--- config.mk ---
export PLATFORM = sky130hd
export DESIGN_NAME = i2c_fifo_regs
export DESIGN_NICKNAME = d
export VERILOG_FILES = /design/src/rtl/i2cfe_pkg.sv /design/src/rtl/i2cfe_byte_fifo.sv /design/src/rtl/i2cfe_regs.sv /design/src/rtl/i2cfe_irq.sv /design/src/rtl/i2c_fifo_regs.sv
export SDC_FILE = /design/constraint.sdc
export NUM_CORES = 1
export LEC_CHECK = 0
export BUFFER_PORTS_ARGS = -buffer_cell sky130_fd_sc_hd__buf_2
export CORE_ASPECT_RATIO = 0.8
export CORE_UTILIZATION = 60
export DETAILED_ROUTE_END_ITERATION = 12
export PLACE_DENSITY = 0.82
export REMOVE_ABC_BUFFERS = 1
export SYNTH_ARGS = -nofsm -noshare
export SYNTH_HDL_FRONTEND = slang
export SYNTH_SLANG_ARGS = --single-unit
--- constraint.sdc ---
create_clock -name clk -period 10.85 [get_ports clk]
set_clock_uncertainty 0.05 [all_clocks]
set_input_delay 2.17 -clock clk [delete_from_list [all_inputs] [get_ports clk]]
set_output_delay 2.17 -clock clk [all_outputs]
set_load 0.03 [all_outputs]
--- src/rtl/i2cfe_pkg.sv ---
// Package: register offsets, field positions and the control word type
// shared by the I2C register front end. Assumes a 32-bit register bus.
package i2cfe_pkg;

    localparam int REG_W = 32;
    localparam int LVL_W = 4;

    // Register byte offsets
    localparam int OFS_CTRL   = 'h00;
    localparam int OFS_ADDR   = 'h04;
    localparam int OFS_LEN    = 'h08;
    localparam int OFS_TXD    = 'h0C;
    localparam int OFS_RXD    = 'h10;
    localparam int OFS_STAT   = 'h14;
    localparam int OFS_DIV_LO = 'h20;
    localparam int OFS_DIV_HI = 'h24;
    localparam int OFS_HOLD   = 'h28;
    localparam int OFS_FLUSH  = 'h2C;

    // Control word bit positions
    localparam int CB_START  = 0;
    localparam int CB_IEN    = 1;
    localparam int CB_DIR    = 3;
    localparam int CB_AEIE   = 9;
    localparam int CB_AFIE   = 10;
    localparam int CB_AE_LSB = 12;
    localparam int CB_AF_LSB = 16;
    localparam int CB_STOP   = 20;

    // Status word bit positions
    localparam int SB_BUSY    = 0;
    localparam int SB_NACK    = 1;
    localparam int SB_PEND    = 2;
    localparam int SB_TXEMPTY = 3;
    localparam int SB_RXFULL  = 4;
    localparam int SB_SCL     = 20;
    localparam int SB_SDA     = 21;

    typedef struct packed {
        logic             stop_en;
        logic [LVL_W-1:0] af_lvl;
        logic [LVL_W-1:0] ae_lvl;
        logic             af_ie;
        logic             ae_ie;
        logic             rd_dir;
        logic             irq_en;
        logic             start;
    } ctrl_t;

    // Place the control fields at their bus bit positions
    function automatic logic [REG_W-1:0] ctrl_to_word(input ctrl_t c);
        logic [REG_W-1:0] w;
        w                      = '0;
        w[CB_START]            = c.start;
        w[CB_IEN]              = c.irq_en;
        w[CB_DIR]              = c.rd_dir;
        w[CB_AEIE]             = c.ae_ie;
        w[CB_AFIE]             = c.af_ie;
        w[CB_AE_LSB +: LVL_W]  = c.ae_lvl;
        w[CB_AF_LSB +: LVL_W]  = c.af_lvl;
        w[CB_STOP]             = c.stop_en;
        return w;
    endfunction

    // Extract the control fields from a bus word
    function automatic ctrl_t word_to_ctrl(input logic [REG_W-1:0] w);
        ctrl_t c;
        c.start   = w[CB_START];
        c.irq_en  = w[CB_IEN];
        c.rd_dir  = w[CB_DIR];
        c.ae_ie   = w[CB_AEIE];
        c.af_ie   = w[CB_AFIE];
        c.ae_lvl  = w[CB_AE_LSB +: LVL_W];
        c.af_lvl  = w[CB_AF_LSB +: LVL_W];
        c.stop_en = w[CB_STOP];
        return c;
    endfunction

endpackage

--- src/rtl/i2cfe_byte_fifo.sv ---
// Module: synchronous FIFO with an occupancy count.
// Pushes to a full FIFO and pops from an empty FIFO are ignored, and
// flush has priority over both. The head entry is shown combinationally.
// Assumes DEPTH >= 2. Storage is not reset; only pointers and count are.
module i2cfe_byte_fifo #(
    parameter int WIDTH = 8,
    parameter int DEPTH = 16
) (
    input  logic                           clk,
    input  logic                           rst_n,
    input  logic                           flush,
    input  logic                           push,
    input  logic [WIDTH-1:0]               push_data,
    input  logic                           pop,
    output logic [WIDTH-1:0]               head,
    output logic [$clog2(DEPTH+1)-1:0]     level,
    output logic                           empty,
    output logic                           full
);
    localparam int PTR_W = $clog2(DEPTH);
    localparam int CNT_W = $clog2(DEPTH + 1);
    localparam logic [PTR_W-1:0] LAST = PTR_W'(DEPTH - 1);

    logic [WIDTH-1:0] mem [DEPTH];
    logic [PTR_W-1:0] wr_ptr;
    logic [PTR_W-1:0] rd_ptr;
    logic [CNT_W-1:0] cnt;
    logic             do_push;
    logic             do_pop;

    assign do_push = push & ~full;
    assign do_pop  = pop & ~empty;
    assign empty   = (cnt == '0);
    assign full    = (cnt == CNT_W'(DEPTH));
    assign level   = cnt;
    assign head    = mem[rd_ptr];

    // Write the accepted byte into storage
    always_ff @(posedge clk) begin
        if (do_push && !flush) begin
            mem[wr_ptr] <= push_data;
        end
    end

    // Advance the pointers and track occupancy
    always_ff @(posedge clk) begin
        if (!rst_n || flush) begin
            wr_ptr <= '0;
            rd_ptr <= '0;
            cnt    <= '0;
        end else begin
            if (do_push) begin
                wr_ptr <= (wr_ptr == LAST) ? '0 : wr_ptr + 1'b1;
            end
            if (do_pop) begin
                rd_ptr <= (rd_ptr == LAST) ? '0 : rd_ptr + 1'b1;
            end
            case ({do_push, do_pop})
                2'b10:   cnt <= cnt + 1'b1;
                2'b01:   cnt <= cnt - 1'b1;
                default: cnt <= cnt;
            endcase
        end
    end

    // occupancy never exceeds the depth
    a_r4_level_bound: assert property (@(posedge clk) disable iff (!rst_n)
        cnt <= CNT_W'(DEPTH));

    // a lone push into a full FIFO is dropped
    a_r4_no_overflow: assert property (@(posedge clk) disable iff (!rst_n)
        (full && push && !pop && !flush) |=> (cnt == CNT_W'(DEPTH)));

    // a lone pop from an empty FIFO leaves it empty
    a_r5_no_underflow: assert property (@(posedge clk) disable iff (!rst_n)
        (empty && pop && !push && !flush) |=> (cnt == '0));

    // a flush always empties the FIFO
    a_r8_flush_empties: assert property (@(posedge clk) disable iff (!rst_n)
        flush |=> (cnt == '0));

endmodule

--- src/rtl/i2cfe_regs.sv ---
// Module: register decode, configuration storage and sticky status.
// Turns bus strobes into FIFO push/pop/flush pulses and registers read
// data one cycle after the read strobe. Assumes one-cycle strobes and
// ADDR_W wide enough to hold the largest offset (0x2C).
module i2cfe_regs
    import i2cfe_pkg::*;
#(
    parameter int ADDR_W    = 8,
    parameter int DEVADDR_W = 16,
    parameter int LEN_W     = 16,
    parameter int HOLD_W    = 16,
    parameter int DATA_W    = 8
) (
    input  logic                 clk,
    input  logic                 rst_n,
    input  logic [ADDR_W-1:0]    reg_addr,
    input  logic                 reg_wr,
    input  logic                 reg_rd,
    input  logic [REG_W-1:0]     reg_wdata,
    output logic [REG_W-1:0]     reg_rdata,
    output logic                 tx_push,
    output logic [DATA_W-1:0]    tx_wbyte,
    input  logic                 tx_empty,
    output logic                 rx_pop,
    input  logic [DATA_W-1:0]    rx_head,
    input  logic                 rx_empty,
    input  logic                 rx_full,
    output logic                 fifo_flush,
    input  logic                 eng_busy,
    input  logic                 eng_done,
    input  logic                 eng_nack,
    input  logic                 sda_in,
    input  logic                 scl_in,
    output ctrl_t                ctrl,
    output logic                 pend,
    output logic [DEVADDR_W-1:0] dev_addr,
    output logic [LEN_W-1:0]     xfer_len,
    output logic [REG_W-1:0]     div_lo,
    output logic [REG_W-1:0]     div_hi,
    output logic [HOLD_W-1:0]    hold
);
    localparam logic [ADDR_W-1:0] A_CTRL   = ADDR_W'(OFS_CTRL);
    localparam logic [ADDR_W-1:0] A_ADDR   = ADDR_W'(OFS_ADDR);
    localparam logic [ADDR_W-1:0] A_LEN    = ADDR_W'(OFS_LEN);
    localparam logic [ADDR_W-1:0] A_TXD    = ADDR_W'(OFS_TXD);
    localparam logic [ADDR_W-1:0] A_RXD    = ADDR_W'(OFS_RXD);
    localparam logic [ADDR_W-1:0] A_STAT   = ADDR_W'(OFS_STAT);
    localparam logic [ADDR_W-1:0] A_DIV_LO = ADDR_W'(OFS_DIV_LO);
    localparam logic [ADDR_W-1:0] A_DIV_HI = ADDR_W'(OFS_DIV_HI);
    localparam logic [ADDR_W-1:0] A_HOLD   = ADDR_W'(OFS_HOLD);
    localparam logic [ADDR_W-1:0] A_FLUSH  = ADDR_W'(OFS_FLUSH);

    ctrl_t                ctrl_q;
    logic                 nack_q;
    logic                 pend_q;
    logic [DEVADDR_W-1:0] dev_addr_q;
    logic [LEN_W-1:0]     len_q;
    logic [REG_W-1:0]     div_lo_q;
    logic [REG_W-1:0]     div_hi_q;
    logic [HOLD_W-1:0]    hold_q;
    logic [REG_W-1:0]     rd_word;
    logic [REG_W-1:0]     stat_word;
    logic                 rd_mapped;
    logic                 stat_wr;

    assign stat_wr    = reg_wr && (reg_addr == A_STAT);
    assign tx_push    = reg_wr && (reg_addr == A_TXD);
    assign tx_wbyte   = reg_wdata[DATA_W-1:0];
    assign rx_pop     = reg_rd && (reg_addr == A_RXD);
    assign fifo_flush = reg_wr && (reg_addr == A_FLUSH) && reg_wdata[0];

    // Store the configuration words on writes to their offsets
    always_ff @(posedge clk) begin
        if (!rst_n) begin
            ctrl_q     <= '0;
            dev_addr_q <= '0;
            len_q      <= '0;
            div_lo_q   <= '0;
            div_hi_q   <= '0;
            hold_q     <= '0;
        end else if (reg_wr) begin
            case (reg_addr)
                A_CTRL:   ctrl_q     <= word_to_ctrl(reg_wdata);
                A_ADDR:   dev_addr_q <= reg_wdata[DEVADDR_W-1:0];
                A_LEN:    len_q      <= reg_wdata[LEN_W-1:0];
                A_DIV_LO: div_lo_q   <= reg_wdata;
                A_DIV_HI: div_hi_q   <= reg_wdata;
                A_HOLD:   hold_q     <= reg_wdata[HOLD_W-1:0];
                default:  ;
            endcase
        end
    end

    // Sticky done/NACK flags: engine pulse sets, status write of 0 clears
    always_ff @(posedge clk) begin
        if (!rst_n) begin
            pend_q <= 1'b0;
            nack_q <= 1'b0;
        end else begin
            if (eng_done) begin
                pend_q <= 1'b1;
            end else if (stat_wr && !reg_wdata[SB_PEND]) begin
                pend_q <= 1'b0;
            end
            if (eng_nack) begin
                nack_q <= 1'b1;
            end else if (stat_wr && !reg_wdata[SB_NACK]) begin
                nack_q <= 1'b0;
            end
        end
    end

    // Assemble the status word from live inputs and sticky flags
    always_comb begin
        stat_word             = '0;
        stat_word[SB_BUSY]    = eng_busy;
        stat_word[SB_NACK]    = nack_q;
        stat_word[SB_PEND]    = pend_q;
        stat_word[SB_TXEMPTY] = tx_empty;
        stat_word[SB_RXFULL]  = rx_full;
        stat_word[SB_SCL]     = scl_in;
        stat_word[SB_SDA]     = sda_in;
    end

    // Select read data by offset; unmapped offsets read zero
    always_comb begin
        rd_word   = '0;
        rd_mapped = 1'b1;
        case (reg_addr)
            A_CTRL:   rd_word = ctrl_to_word(ctrl_q);
            A_ADDR:   rd_word = REG_W'(dev_addr_q);
            A_LEN:    rd_word = REG_W'(len_q);
            A_RXD:    rd_word = rx_empty ? '0 : REG_W'(rx_head);
            A_STAT:   rd_word = stat_word;
            A_DIV_LO: rd_word = div_lo_q;
            A_DIV_HI: rd_word = div_hi_q;
            A_HOLD:   rd_word = REG_W'(hold_q);
            default:  rd_mapped = 1'b0;
        endcase
    end

    // Capture read data on the read strobe
    always_ff @(posedge clk) begin
        if (!rst_n) begin
            reg_rdata <= '0;
        end else if (reg_rd) begin
            reg_rdata <= rd_word;
        end
    end

    assign ctrl     = ctrl_q;
    assign pend     = pend_q;
    assign dev_addr = dev_addr_q;
    assign xfer_len = len_q;
    assign div_lo   = div_lo_q;
    assign div_hi   = div_hi_q;
    assign hold     = hold_q;

    // a done pulse always leaves the pending flag set
    a_r7_done_sets: assert property (@(posedge clk) disable iff (!rst_n)
        eng_done |=> pend_q);

    // pending stays set unless a status write clears it
    a_r7_pend_sticky: assert property (@(posedge clk) disable iff (!rst_n)
        (pend_q && !stat_wr) |=> pend_q);

    // the control word changes only on a control write
    a_r2_ctrl_hold: assert property (@(posedge clk) disable iff (!rst_n)
        !(reg_wr && (reg_addr == A_CTRL)) |=> $stable(ctrl_q));

    // unmapped reads return zero
    a_r12_unmapped_zero: assert property (@(posedge clk) disable iff (!rst_n)
        (reg_rd && !rd_mapped) |=> (reg_rdata == '0));

endmodule

--- src/rtl/i2cfe_irq.sv ---
// Module: FIFO level comparators and the registered interrupt output.
// Compares queue occupancies with the programmed levels and merges them
// with the pending flag under the global enable. Assumes LVL_W <= CNT_W.
module i2cfe_irq
    import i2cfe_pkg::*;
#(
    parameter int CNT_W = 5
) (
    input  logic             clk,
    input  logic             rst_n,
    input  ctrl_t            ctrl,
    input  logic             pend,
    input  logic [CNT_W-1:0] rx_level,
    input  logic [CNT_W-1:0] tx_level,
    output logic             irq
);
    logic af_hit;
    logic ae_hit;
    logic irq_q;

    // Level comparators, each gated by its own enable
    always_comb begin
        af_hit = ctrl.af_ie && (rx_level >= CNT_W'(ctrl.af_lvl));
        ae_hit = ctrl.ae_ie && (tx_level <= CNT_W'(ctrl.ae_lvl));
    end

    // Register the merged request so the output never glitches
    always_ff @(posedge clk) begin
        if (!rst_n) begin
            irq_q <= 1'b0;
        end else begin
            irq_q <= ctrl.irq_en && (pend || af_hit || ae_hit);
        end
    end

    assign irq = irq_q;

    // no interrupt the cycle after the global enable was low
    a_r11_gated: assert property (@(posedge clk) disable iff (!rst_n)
        !ctrl.irq_en |=> !irq);

    // pending with global enable raises the interrupt
    a_r11_pend_fires: assert property (@(posedge clk) disable iff (!rst_n)
        (ctrl.irq_en && pend) |=> irq);

    // receive level at or above the mark raises the interrupt
    a_r9_full_level: assert property (@(posedge clk) disable iff (!rst_n)
        (ctrl.irq_en && ctrl.af_ie && (rx_level >= CNT_W'(ctrl.af_lvl))) |=> irq);

    // transmit level at or below the mark raises the interrupt
    a_r10_empty_level: assert property (@(posedge clk) disable iff (!rst_n)
        (ctrl.irq_en && ctrl.ae_ie && (tx_level <= CNT_W'(ctrl.ae_lvl))) |=> irq);

endmodule

--- src/rtl/i2c_fifo_regs.sv ---
// Module: top of the I2C master register front end.
// Connects the register decode, a transmit and a receive byte FIFO and
// the interrupt logic. Assumes the bus engine drives one-cycle take/put
// pulses and provides already synchronised line levels.
module i2c_fifo_regs
    import i2cfe_pkg::*;
#(
    parameter int ADDR_W     = 8,
    parameter int FIFO_DEPTH = 16,
    parameter int DATA_W     = 8,
    parameter int DEVADDR_W  = 16,
    parameter int LEN_W      = 16,
    parameter int HOLD_W     = 16
) (
    input  logic                 clk,
    input  logic                 rst_n,
    input  logic [ADDR_W-1:0]    reg_addr,
    input  logic                 reg_wr,
    input  logic                 reg_rd,
    input  logic [31:0]          reg_wdata,
    output logic [31:0]          reg_rdata,
    output logic [DATA_W-1:0]    tx_head,
    output logic                 tx_avail,
    input  logic                 tx_take,
    input  logic                 rx_put,
    input  logic [DATA_W-1:0]    rx_byte,
    output logic                 rx_room,
    input  logic                 eng_busy,
    input  logic                 eng_done,
    input  logic                 eng_nack,
    input  logic                 sda_in,
    input  logic                 scl_in,
    output logic                 cfg_start,
    output logic                 cfg_rd_dir,
    output logic                 cfg_stop_en,
    output logic [DEVADDR_W-1:0] cfg_dev_addr,
    output logic [LEN_W-1:0]     cfg_xfer_len,
    output logic [31:0]          cfg_div_lo,
    output logic [31:0]          cfg_div_hi,
    output logic [HOLD_W-1:0]    cfg_hold,
    output logic                 irq
);
    localparam int CNT_W = $clog2(FIFO_DEPTH + 1);

    ctrl_t             ctrl;
    logic              pend;
    logic              tx_push;
    logic [DATA_W-1:0] tx_wbyte;
    logic              tx_empty;
    logic              tx_full;
    logic [CNT_W-1:0]  tx_level;
    logic              rx_pop;
    logic [DATA_W-1:0] rx_head;
    logic              rx_empty;
    logic              rx_full;
    logic [CNT_W-1:0]  rx_level;
    logic              fifo_flush;
    logic              tx_full_unused;

    i2cfe_regs #(
        .ADDR_W    (ADDR_W),
        .DEVADDR_W (DEVADDR_W),
        .LEN_W     (LEN_W),
        .HOLD_W    (HOLD_W),
        .DATA_W    (DATA_W)
    ) u_regs (
        .clk        (clk),
        .rst_n      (rst_n),
        .reg_addr   (reg_addr),
        .reg_wr     (reg_wr),
        .reg_rd     (reg_rd),
        .reg_wdata  (reg_wdata),
        .reg_rdata  (reg_rdata),
        .tx_push    (tx_push),
        .tx_wbyte   (tx_wbyte),
        .tx_empty   (tx_empty),
        .rx_pop     (rx_pop),
        .rx_head    (rx_head),
        .rx_empty   (rx_empty),
        .rx_full    (rx_full),
        .fifo_flush (fifo_flush),
        .eng_busy   (eng_busy),
        .eng_done   (eng_done),
        .eng_nack   (eng_nack),
        .sda_in     (sda_in),
        .scl_in     (scl_in),
        .ctrl       (ctrl),
        .pend       (pend),
        .dev_addr   (cfg_dev_addr),
        .xfer_len   (cfg_xfer_len),
        .div_lo     (cfg_div_lo),
        .div_hi     (cfg_div_hi),
        .hold       (cfg_hold)
    );

    i2cfe_byte_fifo #(
        .WIDTH (DATA_W),
        .DEPTH (FIFO_DEPTH)
    ) u_tx_fifo (
        .clk       (clk),
        .rst_n     (rst_n),
        .flush     (fifo_flush),
        .push      (tx_push),
        .push_data (tx_wbyte),
        .pop       (tx_take),
        .head      (tx_head),
        .level     (tx_level),
        .empty     (tx_empty),
        .full      (tx_full)
    );

    i2cfe_byte_fifo #(
        .WIDTH (DATA_W),
        .DEPTH (FIFO_DEPTH)
    ) u_rx_fifo (
        .clk       (clk),
        .rst_n     (rst_n),
        .flush     (fifo_flush),
        .push      (rx_put),
        .push_data (rx_byte),
        .pop       (rx_pop),
        .head      (rx_head),
        .level     (rx_level),
        .empty     (rx_empty),
        .full      (rx_full)
    );

    i2cfe_irq #(
        .CNT_W (CNT_W)
    ) u_irq (
        .clk      (clk),
        .rst_n    (rst_n),
        .ctrl     (ctrl),
        .pend     (pend),
        .rx_level (rx_level),
        .tx_level (tx_level),
        .irq      (irq)
    );

    assign tx_full_unused = tx_full;
    assign tx_avail       = ~tx_empty;
    assign rx_room        = ~rx_full;
    assign cfg_start      = ctrl.start;
    assign cfg_rd_dir     = ctrl.rd_dir;
    assign cfg_stop_en    = ctrl.stop_en;

endmodule

==> impl_metrics.ini <==
[sta]
hold_viol_final = 0
setup_viol = 0
slew_viol_final = 0
period_share_pct = 47.5
timing.hold.ws_ns = 0.419
worstMarginPinSlew_ns = 1.27
rsz0062_at_grt = no
period_needed_ns = 5.16
max_freq_mhz = 194
setup_tns_ns = 0
maxSlewHeadroom_pct = 14.4

[synth]
syn_inst = 1462
yosysTopAreaCell = edfxtp_1
yosys_warnings = 0
synth_flop_cell = edfxtp_1
synth_cell_types = 75
synth_top_area_share_pct = 40.7
synth_edf_count = 256
synthArstFlopShare_pct = 0
netlist_top_cells_area = edfxtp_1 41%, dfxtp_1 21%, mux4_2 8.6%, nand2_1 4.9%, a21boi_0 3.1%
syn_area_mm2 = 0.0189
seq_area_frac_synth_pct = 61.4
avgSynthCellArea_um2 = 12.9
synth-seq-cells = 451

[placement]
placedInstanceArea_mm2 = 0.0202
dpl.hpwl_um = 32600
place_congestion = 0.905
portBuffers = 216

[setup_path]
cp_max_fo = 18
required_ns = 11.29
critPathBufInv = 2
worstSetupPathType = input port to flip-flop
max_stage_delay_ns = 0.74
cp-end-kind = flip-flop
cp_top_family = simple AND/OR/NAND/NOR gates
slowest_stage = nor4_2
crit_top_cell = a21oi_1
path_cells = buf_2, nor4_2, and3_1, and2_1, inv_1, ha_1, fa_1, a21o_1, a21oi_1, xor2_1, or3_1, a21oi_1
startpoint_type = input port
cp.arrival_ns = 5.59

[floorplan]
core_area_mm2 = 0.0307
dieArea_mm2 = 0.0322
dieWidth_um = 200
num_io_pins = 217
die_h_um = 161
start_util_pct = 61.5
placementRows = 57

[pwr]
vdd_drop_max_mv = 0.119
p_leak_nw = 7.80
power_per_cell_area_mw_per_mm2 = 160

[routing]
via_count = 13400
firstDrtPassIters = 8
ant_nets = 0
wl_um = 50400
wire_per_inst_um = 24.0
drc = 0
first_iter_violations = 1731
viasPerCell = 6.38

[layout]
multi_input_area_mm2 = 0.00677
final_cell_area_mm2 = 0.0216
final_cell_mix = 256 x edfxtp_1, 248 x nand2_1, 215 x buf_2
regArea_mm2 = 0.0116
area_growth_syn_to_layout_pct = 14.7
fillers = 2018
layout.nets = 1735
drive_gt1_share_pct = 24.0
final_common_cell = edfxtp_1

[cts]
cts_tree = built
holdBufCountCts = 0
path_clk_slew_ns = 0.06
cts_htree_levels = 2
clk_path_buf_depth = 3
cts_setup_buffers = 0
root_buffer = clkbuf_16
clock_latency_ns = 0.57
cts_sinks = 451
cts_made_buffers = 43
cts_resized = 0

[global_routing]
antenna_found_initial = 6
grt_overflow = 0
grt_pass1_wl_um = 76700
first_global_vias = 13100
grt_max_degree = 109
track_usage_pct = 31.4

[run]
maxCapViolCount = 0

[outcome]
outcome = complete, no violations

[min_path]
min_path_type = flip-flop to flip-flop
-- synth_stat cells, types with 5 or more instances --
cell and number:
nor2_1 72, mux2i_1 46, a21boi_0 78, ha_1 26
o211a_1 10, and3_1 6, o22ai_1 5, buf_2 34
nor3b_1 11, buf_1 8, a21boi_1 33, or3_1 5
nand2b_1 8, nand2_1 248, inv_1 21, a21oi_1 40
dfxtp_1 195, a31oi_1 8, mux4_2 72, clkbuf_1 46
edfxtp_1 256, mux2_2 7, o21ai_0 26, nor3_1 17
a221oi_1 16, nor2b_1 31, nand3_1 26, xor2_1 8
a22oi_1 17
-- final cells by class --
cell class | instances | area share, %
inverters | 22 | 0.382
clock inverters | 16 | 0.914
repair buffers | 236 | 5.70
flip-flops and latches | 451 | 53.6
clock buffers | 64 | 5.71
multi-input cells | 895 | 31.3
diodes | 3 | 0.0347
well taps | 413 | 2.39
-- logic make-up after synthesis --
kind of cell | share of synthesized area (%)
multiplexers | 11.5
XOR/XNOR | 0.511
flip-flops | 61.4
buffers and inverters | 2.66
AND/OR/NAND/NOR | 11.4
AO/OA/AOI/OAI | 10.7
adder cells (fa/ha/maj) | 1.83
-- registers in the layout, summed over array words and instances (netlist names), 14 cells and up, named ones only --
name and cells:
u_rx_fifo.mem 128, u_regs.hold 16, u_tx_fifo.mem 128, u_regs.ctrl 14, u_regs.div_hi 32, u_regs.reg_rdata 32
u_regs.div_lo 32, u_regs.dev_addr 16, u_regs.xfer_len 16
-- per-layer routing --
layer	vias to the layer above	global-route usage (%)	part of all wire, %
li1	5794	-	-
met5	-	0	0.044
met4	4	14.5	4.3
met1	6609	40.7	38
met2	854	50.0	47
met3	141	7.97	11
-- per-stage QoR --
step	worst slack, ns	total power [W]	util (%)	instances
global route	5.58	0.00355	70.6	2100
finish	5.69	0.00347	70.6	2100
CTS	5.76	0.00348	70.5	2097
global placement	5.31	0.00198	65.9	2017
floorplan	5.96	0.00191	-	1368
detailed placement	5.23	0.00198	65.9	2017
-- path summary, 6_finish.rpt --
path                                                      start                              end  slack, ns  cells past startpoint
worst max-delay path                                reg_addr[5]  u_tx_fifo.level[4]$_SDFFE_PP0P_       5.69                     12
worst min-delay path             u_regs.div_lo[17]$_SDFFE_PN0P_   u_regs.div_lo[17]$_SDFFE_PN0P_       0.42                      2
worst max register to register  u_rx_fifo.level[1]$_SDFFE_PP0P_  u_rx_fifo.level[4]$_SDFFE_PP0P_       7.56                     11
worst min register to register   u_regs.div_lo[17]$_SDFFE_PN0P_   u_regs.div_lo[17]$_SDFFE_PN0P_       0.42                      2
-- tightest hold or removal path, stage by stage (launching register included) --
cell and delay [ns]:
dfxtp_1 0.32, nand2_1 0.05, a21boi_1 0.05
-- report_power, final --
part / internal [W] / switching (W)
Clock: 0.000869 / 0.000654
Combinational: 0.0000401 / 0.0000873
Sequential: 0.00182 / 0.00000758
No activity file was read; power rests on OpenSTA's default activity.
